**config.mk**
```make
export PLATFORM = sky130hd
export DESIGN_NAME = dop_detect
export DESIGN_NICKNAME = d
export VERILOG_FILES = /design/src/rtl/dop_detect.sv
export SDC_FILE = /design/constraint.sdc
export NUM_CORES = 1
export LEC_CHECK = 0
export BUFFER_PORTS_ARGS = -buffer_cell sky130_fd_sc_hd__buf_2
export CAP_MARGIN = 30
export CORE_MARGIN = 2
export CORE_UTILIZATION = 36
export CTS_BUF_LIST = sky130_fd_sc_hd__clkbuf_4 sky130_fd_sc_hd__clkbuf_8 sky130_fd_sc_hd__clkbuf_16
export DETAILED_ROUTE_END_ITERATION = 12
export GPL_TIMING_DRIVEN = 1
export HOLD_SLACK_MARGIN = 0.05
export PLACE_DENSITY_LB_ADDON = 0.08
export SYNTH_ARGS = -nofsm -noshare
export SYNTH_HDL_FRONTEND = slang
export SYNTH_SLANG_ARGS = --single-unit
```
**constraint.sdc**
```tcl
create_clock -name clk -period 1.8 [get_ports clk]
set_input_delay 0.36 -clock clk [delete_from_list [all_inputs] [get_ports clk]]
set_output_delay 0.36 -clock clk [all_outputs]
set_load 0.01 [all_outputs]
```
**src/rtl/dop_detect.sv**
```systemverilog
module dop_detect #(
  parameter int WORD_W      = 32,
  parameter int MARK_W      = 8,
  parameter int LOCK_FRAMES = 32,
  parameter int CNT_W       = 6,
  parameter logic [MARK_W-1:0] MARK_A = 8'h05
) (
  input  logic              clk,
  input  logic              rst,
  input  logic              frame_vld,
  input  logic [WORD_W-1:0] samp_l,
  input  logic [WORD_W-1:0] samp_r,
  output logic              dsd_mode,
  output logic              mode_pulse,
  output logic              spdif_fwd_en
);
  localparam logic [CNT_W-1:0] CNT_TOP = {CNT_W{1'b1}};
  localparam logic [CNT_W-1:0] LOCK_C  = CNT_W'(LOCK_FRAMES);

  logic [MARK_W-1:0] exp_mk;
  logic [CNT_W-1:0]  run_cnt;
  logic              dsd_q, pulse_q;

  logic [MARK_W-1:0] mk_l, mk_r;
  logic              hit, hold, lock, drop, dsd_nx;
  logic [CNT_W-1:0]  cnt_inc;

  assign mk_l    = samp_l[WORD_W-1 -: MARK_W];
  assign mk_r    = samp_r[WORD_W-1 -: MARK_W];
  assign hit     = (mk_l == exp_mk) && (mk_r == exp_mk);
  assign hold    = (mk_l == ~exp_mk);
  assign cnt_inc = (run_cnt == CNT_TOP) ? run_cnt : run_cnt + 1'b1;
  assign lock    = !dsd_q && hit && (cnt_inc >= LOCK_C);
  assign drop    = dsd_q && !hit && !hold;

  always_comb begin
    dsd_nx = dsd_q;
    if (frame_vld && lock) dsd_nx = 1'b1;
    else if (frame_vld && drop) dsd_nx = 1'b0;
  end

  always_ff @(posedge clk) begin
    if (rst) begin
      exp_mk  <= MARK_A;
      run_cnt <= '0;
      dsd_q   <= 1'b0;
      pulse_q <= 1'b0;
    end else begin
      pulse_q <= (dsd_nx != dsd_q);
      dsd_q   <= dsd_nx;
      if (frame_vld) begin
        if (hit) begin
          exp_mk  <= ~exp_mk;
          run_cnt <= lock ? '0 : cnt_inc;
        end else begin
          run_cnt <= '0;
        end
      end
    end
  end

  assign dsd_mode     = dsd_q;
  assign mode_pulse   = pulse_q;
  assign spdif_fwd_en = !dsd_q;

  assert_marker_legal_R3: assert property (@(posedge clk) disable iff (rst)
    (exp_mk == MARK_A) || (exp_mk == ~MARK_A));

  assert_miss_clears_R5: assert property (@(posedge clk) disable iff (rst)
    frame_vld && !hit |=> (run_cnt == '0) && $stable(exp_mk));

  assert_idle_hold_R10: assert property (@(posedge clk) disable iff (rst)
    !frame_vld |=> $stable(dsd_q) && $stable(run_cnt) && $stable(exp_mk));

  assert_entry_count_R4: assert property (@(posedge clk) disable iff (rst)
    $rose(dsd_q) |-> $past(frame_vld) && ($past(run_cnt) == LOCK_C - 1'b1));

  assert_tolerate_R6: assert property (@(posedge clk) disable iff (rst)
    frame_vld && dsd_q && hold |=> dsd_q);

  assert_exit_frame_R7: assert property (@(posedge clk) disable iff (rst)
    $fell(dsd_q) |-> $past(frame_vld));

  assert_pulse_edge_R9: assert property (@(posedge clk) disable iff (rst)
    pulse_q |-> (dsd_q != $past(dsd_q)));

  assert_pulse_single_R9: assert property (@(posedge clk) disable iff (rst)
    pulse_q |=> !pulse_q);
endmodule

```
Yosys cells after proc, flatten, opt, wreduce, memory -nomap -nowiden:

Index checks and enable logic that the tools add are counted.

* $lt $le $gt $ge: 1
* bitwise logic cells: 1
* reductions and logical operators: 11
* add/sub/neg operators: 1
* mux-type cells: 5
* equality and inequality tests: 5

Operators with widths (number)
* $eq A8 B8 Y1: 3
* $mux W6: 3
* $not A8 Y8: 1
* $logic_and A1 B1 Y1: 7
* $add A6 B1 Y6 const B: 1
* $eq A6 B6 Y1 const B: 1
* $ge A6 B6 Y1 const B: 1
* $logic_not A1 Y1: 3
* $mux W1: 2
* $reduce_and A2 Y1: 1
* $ne A1 B1 Y1: 1

* flip-flop bits (word level): 16
* word-level logic and storage cells: 28
* output and inout port bits: 3

Logic depth before layout (Yosys ltp):

Gate-level depths: netlist of the first run.

* word-level depth: 9
* gate-level depth with buffers: 7
* mapped depth without buffers: 6

Worst setup path after synthesis of the first run:

OpenSTA, ideal clock, no wires.

* path kind: input to register
* from: in samp_l[26]
* to: reg exp_mk[0]
* setup time: 62 ps
* path slack: 133 ps
* data required time: 1738 ps
* data arrival time: 1605 ps
* cell stages on the path: 6
* path buffers: 1
* path through: xor2_1 > nor4_1 > nand4_2 > buf_6 > or3_1 > nand3_1

* longest elaborated chain between the ends: 3

Ends and longest elaborated chain
* start: declaration: line 11 `input logic [WORD_W-1:0] samp_l,`
* $eq A8 B8 Y1: line 30 `assign hit = (mk_l == exp_mk) && (mk_r == exp_mk);`
* $logic_and A1 B1 Y1: line 30
* $reduce_and A2 Y1 (no line)
* end signal: assignment: line 53 `exp_mk <= ~exp_mk;`
* end: declaration: line 20 `logic [MARK_W-1:0] exp_mk;`

No other way between the ends.
A chain may end at the register's enable or synchronous reset.

Final worst setup path of the first run:

* from: reg exp_mk[7]
* to: reg exp_mk[1]

* longest elaborated chain between the ends: 3

Ends and longest elaborated chain (line)
* $eq A8 B8 Y1: 30
* $logic_and A1 B1 Y1 *: 30
* $reduce_and A2 Y1 (no line) *

Every way passes the cells marked *; elsewhere a longest branch is shown, timed or not.

==> results of run 1 <==
[sequential cells by signal, summed over array words and instances, names as in the netlist]
register,count
dsd_mode,1
exp_mk,8
mode_pulse,1
run_cnt,6
[report_power, final]
part / total (µW) / switching [µW] / internal, µW
clock network: 186 / 108 / 77.6
logic: 68.7 / 40.2 / 28.5
registers: 353 / 0.00331 / 353
[worst max-delay path: stages, from the launching register on]
cell	delay (ps)
dfxtp_2	340
buf_6	120
xor2_2	160
nor4_2	230
buf_4	160
nand4_4	120
buf_6	150
or3_4	330
a21oi_2	140
[final timing paths]
kind | start | to | slack, ps | depth (start not counted)
max reg2reg | exp_mk[7]$_SDFFE_PP0P_ | exp_mk[1]$_SDFFE_PP0P_ | 3 | 8
min reg2reg | run_cnt[1]$_SDFFE_PP0P_ | run_cnt[1]$_SDFFE_PP0P_ | 510 | 2
min | frame_vld | run_cnt[5]$_SDFFE_PP0P_ | 400 | 3
max | exp_mk[7]$_SDFFE_PP0P_ | exp_mk[1]$_SDFFE_PP0P_ | 3 | 8
[final cells by class]
| cell class | instances | area [µm²] | area share, % |
|---|---|---|---|
| repair buffers | 37 | 234 | 18.2 |
| inverters | 3 | 11.3 | 0.876 |
| multi-input cells | 90 | 652 | 50.7 |
| clock buffers | 3 | 22.5 | 1.75 |
| flip-flops and latches | 16 | 328 | 25.5 |
| well taps | 30 | 37.5 | 2.92 |
[logic make-up after synthesis]
| family | count (synthesis) | share of synthesized area, % |
|---|---|---|
| compound gates | 29 | 16.7 |
| xor+xnor | 16 | 14.6 |
| fa+ha+maj | 1 | 1.30 |
| buf+inv | 9 | 4.43 |
| flops | 16 | 33.4 |
| mux | 1 | 1.17 |
| simple gates | 43 | 28.4 |
[cells in the final DEF (no fill, tap or decap), drive strengths merged, types with 2 or more instances in the layout]
| master | Yosys | layout |
|---|---|---|
| nor3 | 6 | 6 |
| a31oi | 6 | 6 |
| and3 | 2 | 2 |
| o21ai | 10 | 10 |
| nand4 | 5 | 5 |
| clkbuf | 4 | 3 |
| and2 | 2 | 2 |
| a21oi | 10 | 10 |
| dfxtp | 16 | 16 |
| nand2 | 4 | 4 |
| or3 | 9 | 9 |
| nor4 | 4 | 4 |
| inv | 3 | 3 |
| nand3 | 5 | 5 |
| xor2 | 16 | 16 |
| and4 | 3 | 3 |
| buf | 2 | 37 |
[per-stage QoR]
stage               power, µW  cells  setup WS [ps]  cell area (µm²)
floorplan                 392    115            133              960
finish                    608    179           3.13             1280
global route              639    179          -55.8             1280
global placement          423    169          -70.1             1140
CTS                       614    174          -8.73             1190
detailed placement        424    169           -135             1140
[per-layer routing]
layer	up-vias	part of all wire [%]	global-route usage (%)
met2	30	45	24.0
met1	440	48	19.8
met5	-	0	0
li1	502	-	-
met4	0	0.64	4.18
met3	2	6.1	4.88
[what timing repair did]
item | 4_1_cts | 5_1_grt
hold buffers | 0 | 0
gates resized for setup | 4 | 16
endpoints found under the setup margin | 7 | 13
setup buffers | 2 | 4
gates cloned | 0 | 1
pin swaps | 2 | 10
==> flow_summary_export.csv, run 1 <==
group,metric,value,unit
run_status,outcome,"finished, final reports clean",
sta,max-slew-margin-rel,54.4,%
sta,finalSetupViolations,0,
setup_path,path_max_fanout,5,
pwr,peakVddDrop,0.367,mV
floorplanning,ios,70,
logic_synthesis,syn_inst,115,
logic_synthesis,synthTopCellsByArea,"dfxtp_1 33%, xor2_1 15%, or3_1 5.9%",
sta,post-route-period-util,99.8,%
cts,cts_tree,"done",
setup_path,end_kind,"register",
logic_synthesis,ys_dominant_reg_cell,"dfxtp_1",
cts,cts_made_buffers,3,
sta,skew,1.20,ps
cts,root_buffer,"clkbuf_4",
logic_synthesis,synthesis.area,960,µm²
floorplanning,rows,18,
routing,dr.pass1.iters,4,
logic_synthesis,synthArstFlopShare,0,%
cts,clkLatencyLatePin,280,ps
cts,htreeDepth,1,
place,gp_congestion,0.794,
layout,postLayoutCoreUtil,51.4,%
grt,overflow,0,
cts,cts_buffer_depth,2,
sta,whs,398,ps
cts,clkSinkCount,16,
floorplanning,die_w,55.6,µm
layout,fillers,250,
grt,antenna_found_initial,0,
sta,tns,0,ps
layout,diodes,0,
floorplanning,core-area,2500,µm²
routing,drc,0,
logic_synthesis,synth_nets,183,
logic_synthesis,synth.distinct_cells,29,
setup_path,crit_type,"register to register",
logic_synthesis,synth_top_area_share,33.4,%
grt,grt_pass1_wl,3800,µm
hold_path,holdCritPathClass,"primary input to register",
logic_synthesis,syn_avg_cell_area,8.34,µm²
routing,ant_nets,0,
pwr,p_leak,0.000518,µW
sta,tightest_slew,683,ps
logic_synthesis,synth_common_cells,"16 x dfxtp_1, 16 x xor2_1, 10 x a21oi_1, 10 x o21ai_0, 9 x or3_1",
layout,nets,219,
logic_synthesis,yosysWarningCount,0,
grt,grt_start_max_net_pins,26,
layout,drive_gt1_share,40.9,%
grt,grt_use_total,15.2,%
floorplanning,dieArea,3090,µm²
floorplanning,initial_utilization,38.4,%
logic_synthesis,synth-edff-count,0,
sta,rsz0062_at_grt,"yes",
place,io_buffers,21,
routing,vias_per_cell,5.44,
grt,grt_pass1_vias,875,
routing,routed_wl,2340,µm
place,dp_hpwl,1590,µm
logic_synthesis,synth_seq_cells,16,
cts,clk_pin_slew,90,ps
setup_path,start_kind,"register",
logic_synthesis,yosysSeqAreaShare,33.4,%
sta,finalCriticalPeriod,1800,ps
setup_path,required,2010,ps
logic_synthesis,synth_area_leader_cell,"dfxtp_1",
pwr,power_density,473,nW/µm²
sta,finalHoldViolCount,0,
routing,wl_per_cell,13.1,µm
routing,drtIter0Drc,19,
job,cap_violations,0,
sta,drv_slew,0,
sta,max_freq,557,MHz
setup_path,arrival,2010,ps
routing,vias,974,
floorplanning,die_y,55.6,µm
layout,areaGrowthSynthToFinish,33.9,%
Power figures use the tool's default switching activity.
==> inputs of run 2 (changes only) <==
--- a/config.mk
+++ b/config.mk
@@ -19 +19,2 @@
 export SYNTH_SLANG_ARGS = --single-unit
+export TNS_END_PERCENT = 5
--- a/constraint.sdc
+++ b/constraint.sdc
@@ -3,2 +3,2 @@
 set_output_delay 0.36 -clock clk [all_outputs]
-set_load 0.01 [all_outputs]
+set_load 0.1 [all_outputs]
==> run 2 against run 1 <==
Net effect: critical path depth did not move; core utilization fell by 0.35 points; flip-flop and latch count did not move; wire length rose by 1.7%; global-route usage rose by 0.66 points; power rose by 5.1%; sequential share of layout area rose by 0.47 points; worst hold slack got worse by 7.1 ps; combinational power rose by 7.0%; critical endpoint unchanged; sequential power barely moved; via count rose by 0.82%; first-iteration DRC count rose by 58%.
==> flow_summary_export.csv, run 2 (synthesis gave the netlist of run 1 again) <==
group,metric,value,unit
layout,largest-register,"exp_mk",
run_status,outcome,"finished, final reports clean",
sta,post-route-period-util,99.3,%
routing,wl_met3,132,µm
hold_path,hold_path_depth,3,
layout,drive_gt1_share,39.5,%
routing,route.met2.wl,1130,µm
layout,layout_commonest_cell,"buf_2",
layout,fillers,251,
cts,clkSinkCount,16,
floorplanning,initial_utilization,38.4,%
routing,dr.pass1.iters,5,
routing,drc,0,
routing,vias_per_cell,5.55,
setup_path,critPathMaxStageDelay,340,ps
pwr,p_clk_share,33.4,%
routing,routed.top_layer,"met4",
sta,skew,6.16,ps
sta,finalCriticalPeriod,1790,ps
pwr,p_leak,0.000508,µW
layout,areaGrowthSynthToFinish,33.0,%
pwr,p_switching,154,µW
pwr,power_density,500,nW/µm²
hold_path,holdCritPathClass,"primary input to register",
layout,seq_area,332,µm²
floorplanning,ios,70,
grt,grt_start_max_net_pins,16,
pwr,pwr-share-seq,55.1,%
routing,ant_nets,0,
cts,htreeDepth,1,
floorplanning,dieArea,3090,µm²
grt,grt_pass1_wl,4010,µm
sta,max-slew-margin-rel,68.0,%
cts,root_buffer,"clkbuf_4",
place,dpl_cell_area,1150,µm²
setup_path,path_max_fanout,5,
pwr,total_power,639,µW
floorplanning,core-area,2500,µm²
setup_path,required,2030,ps
pwr,peakVddDrop,0.489,mV
routing,vias,982,
layout,multi_input_area,651,µm²
grt,antenna_found_initial,0,
setup_path,end_kind,"register",
routing,drt-met1-wl,1100,µm
place,io_buffers,21,
grt,overflow,0,
routing,routed_wl,2380,µm
routing,drtIter0Drc,30,
layout,nets,216,
grt,grt_pass1_vias,953,
layout,diodes,0,
layout,final_area,1280,µm²
job,cap_violations,0,
sta,max_freq,559,MHz
setup_path,arrival,2010,ps
cts,clkLatencyLatePin,290,ps
grt,grt_use_total,15.8,%
routing,wl_per_cell,13.4,µm
pwr,p_comb_share,11.5,%
floorplanning,die_y,55.6,µm
setup_path,slowest_stage,"dfxtp_2",
pwr,swShare,24.2,%
sta,drv_slew,0,
setup_path,rr_worst_depth,8,
cts,cts_made_buffers,3,
pwr,p_int,484,µW
layout,reg_top3,"exp_mk (8), run_cnt (6)",
sta,rsz0062_at_grt,"yes",
floorplanning,die_w,55.6,µm
cts,clk_pin_slew,90,ps
setup_path,start_kind,"register",
place,dp_hpwl,1660,µm
sta,finalSetupViolations,0,
layout,postLayoutCoreUtil,51.1,%
place,gp_congestion,0.779,
cts,cts_buffer_depth,2,
sta,finalHoldViolCount,0,
layout,final_cell_mix,"22 x buf_2, 15 x xor2_1, 10 x o21ai_0, 9 x dfxtp_1, 9 x buf_4",
setup_path,crit_type,"register to register",
cts,cts_tree,"done",
setup_path,worstPathCellList,"buf_6 -> xor2_2 -> nor4_2 -> buf_4 -> nand4_4 -> buf_6 -> or3_4 -> a21oi_2",
sta,tightest_slew,484,ps
layout,largest_reg_flops,8,
setup_path,crit_top_cell,"buf_6",
floorplanning,rows,18,
run 2: changes by cell type in the layout (fill, tap and decap cells not counted), sizes merged:
cell,change
inv,-1
clkinvlp,+1
clkbuf,+1
buf,-3
run 2: stage by stage:
step / hold WS, ps / TNS [ps] / cells / setup WS, ps
finish: 391 / 0 / 177 / 11.9
global route: 379 / -309 / 177 / -65.4
CTS: 373 / 0 / 174 / 1.18
detailed placement: 514 / -503 / 170 / -85.1
global placement: 503 / -507 / 170 / -91.3
floorplan: 436 / 0 / 115 / 133
run 2: power by group through the flow:
stage	sequential, µW	clock, µW	combinational, µW
floorplan	360	0	30.0
global placement	360	0	64.6
detailed placement	360	0	65.9
CTS	352	222	66.4
global route	352	238	79.5
finish	352	213	73.5
run 2: critical path, delay by kind of cell (launching register included):
family / cells / cell delay (ps)
and+or+nand+nor: 3 / 670
buffers and inverters: 3 / 440
DFF: 1 / 340
xor gates and xnor gates: 1 / 170
AOI/OAI and AO/OA: 1 / 120
run 2: layout make-up:
| class | count | share of cell area, % |
|---|---|---|
| Clock buffer | 4 | 2.35 |
| Inverter | 3 | 1.18 |
| Multi-Input combinational cell | 90 | 51.0 |
| Sequential cell | 16 | 26.0 |
| Tap cell | 30 | 2.94 |
| Timing Repair Buffer | 34 | 16.6 |
run 2: metal layers:
layer	up-vias	GRT usage [%]
met3	2	5.12
met1	456	19.3
met4	0	3.48
met5	-	0
li1	495	-
met2	29	27.0
run 2: final timing paths:
kind	start	to	slack (ps)
worst max-delay path	exp_mk[7]$_SDFFE_PP0P_	exp_mk[1]$_SDFFE_PP0P_	10
worst min-delay path	frame_vld	run_cnt[5]$_SDFFE_PP0P_	390
worst max register to register	exp_mk[7]$_SDFFE_PP0P_	exp_mk[1]$_SDFFE_PP0P_	10
worst min register to register	run_cnt[1]$_SDFFE_PP0P_	run_cnt[1]$_SDFFE_PP0P_	500
run 2: repair_timing:
| action | in CTS | in global routing |
|---|---|---|
| hold buffers | 0 | 0 |
| buffers inserted | 0 | 2 |
| endpoints found under the setup margin | 6 | 13 |
| cloned | 0 | 1 |
| gates resized for setup | 1 | 17 |
| pin swaps | 2 | 9 |
| endpoints found under the hold margin | 0 | 0 |
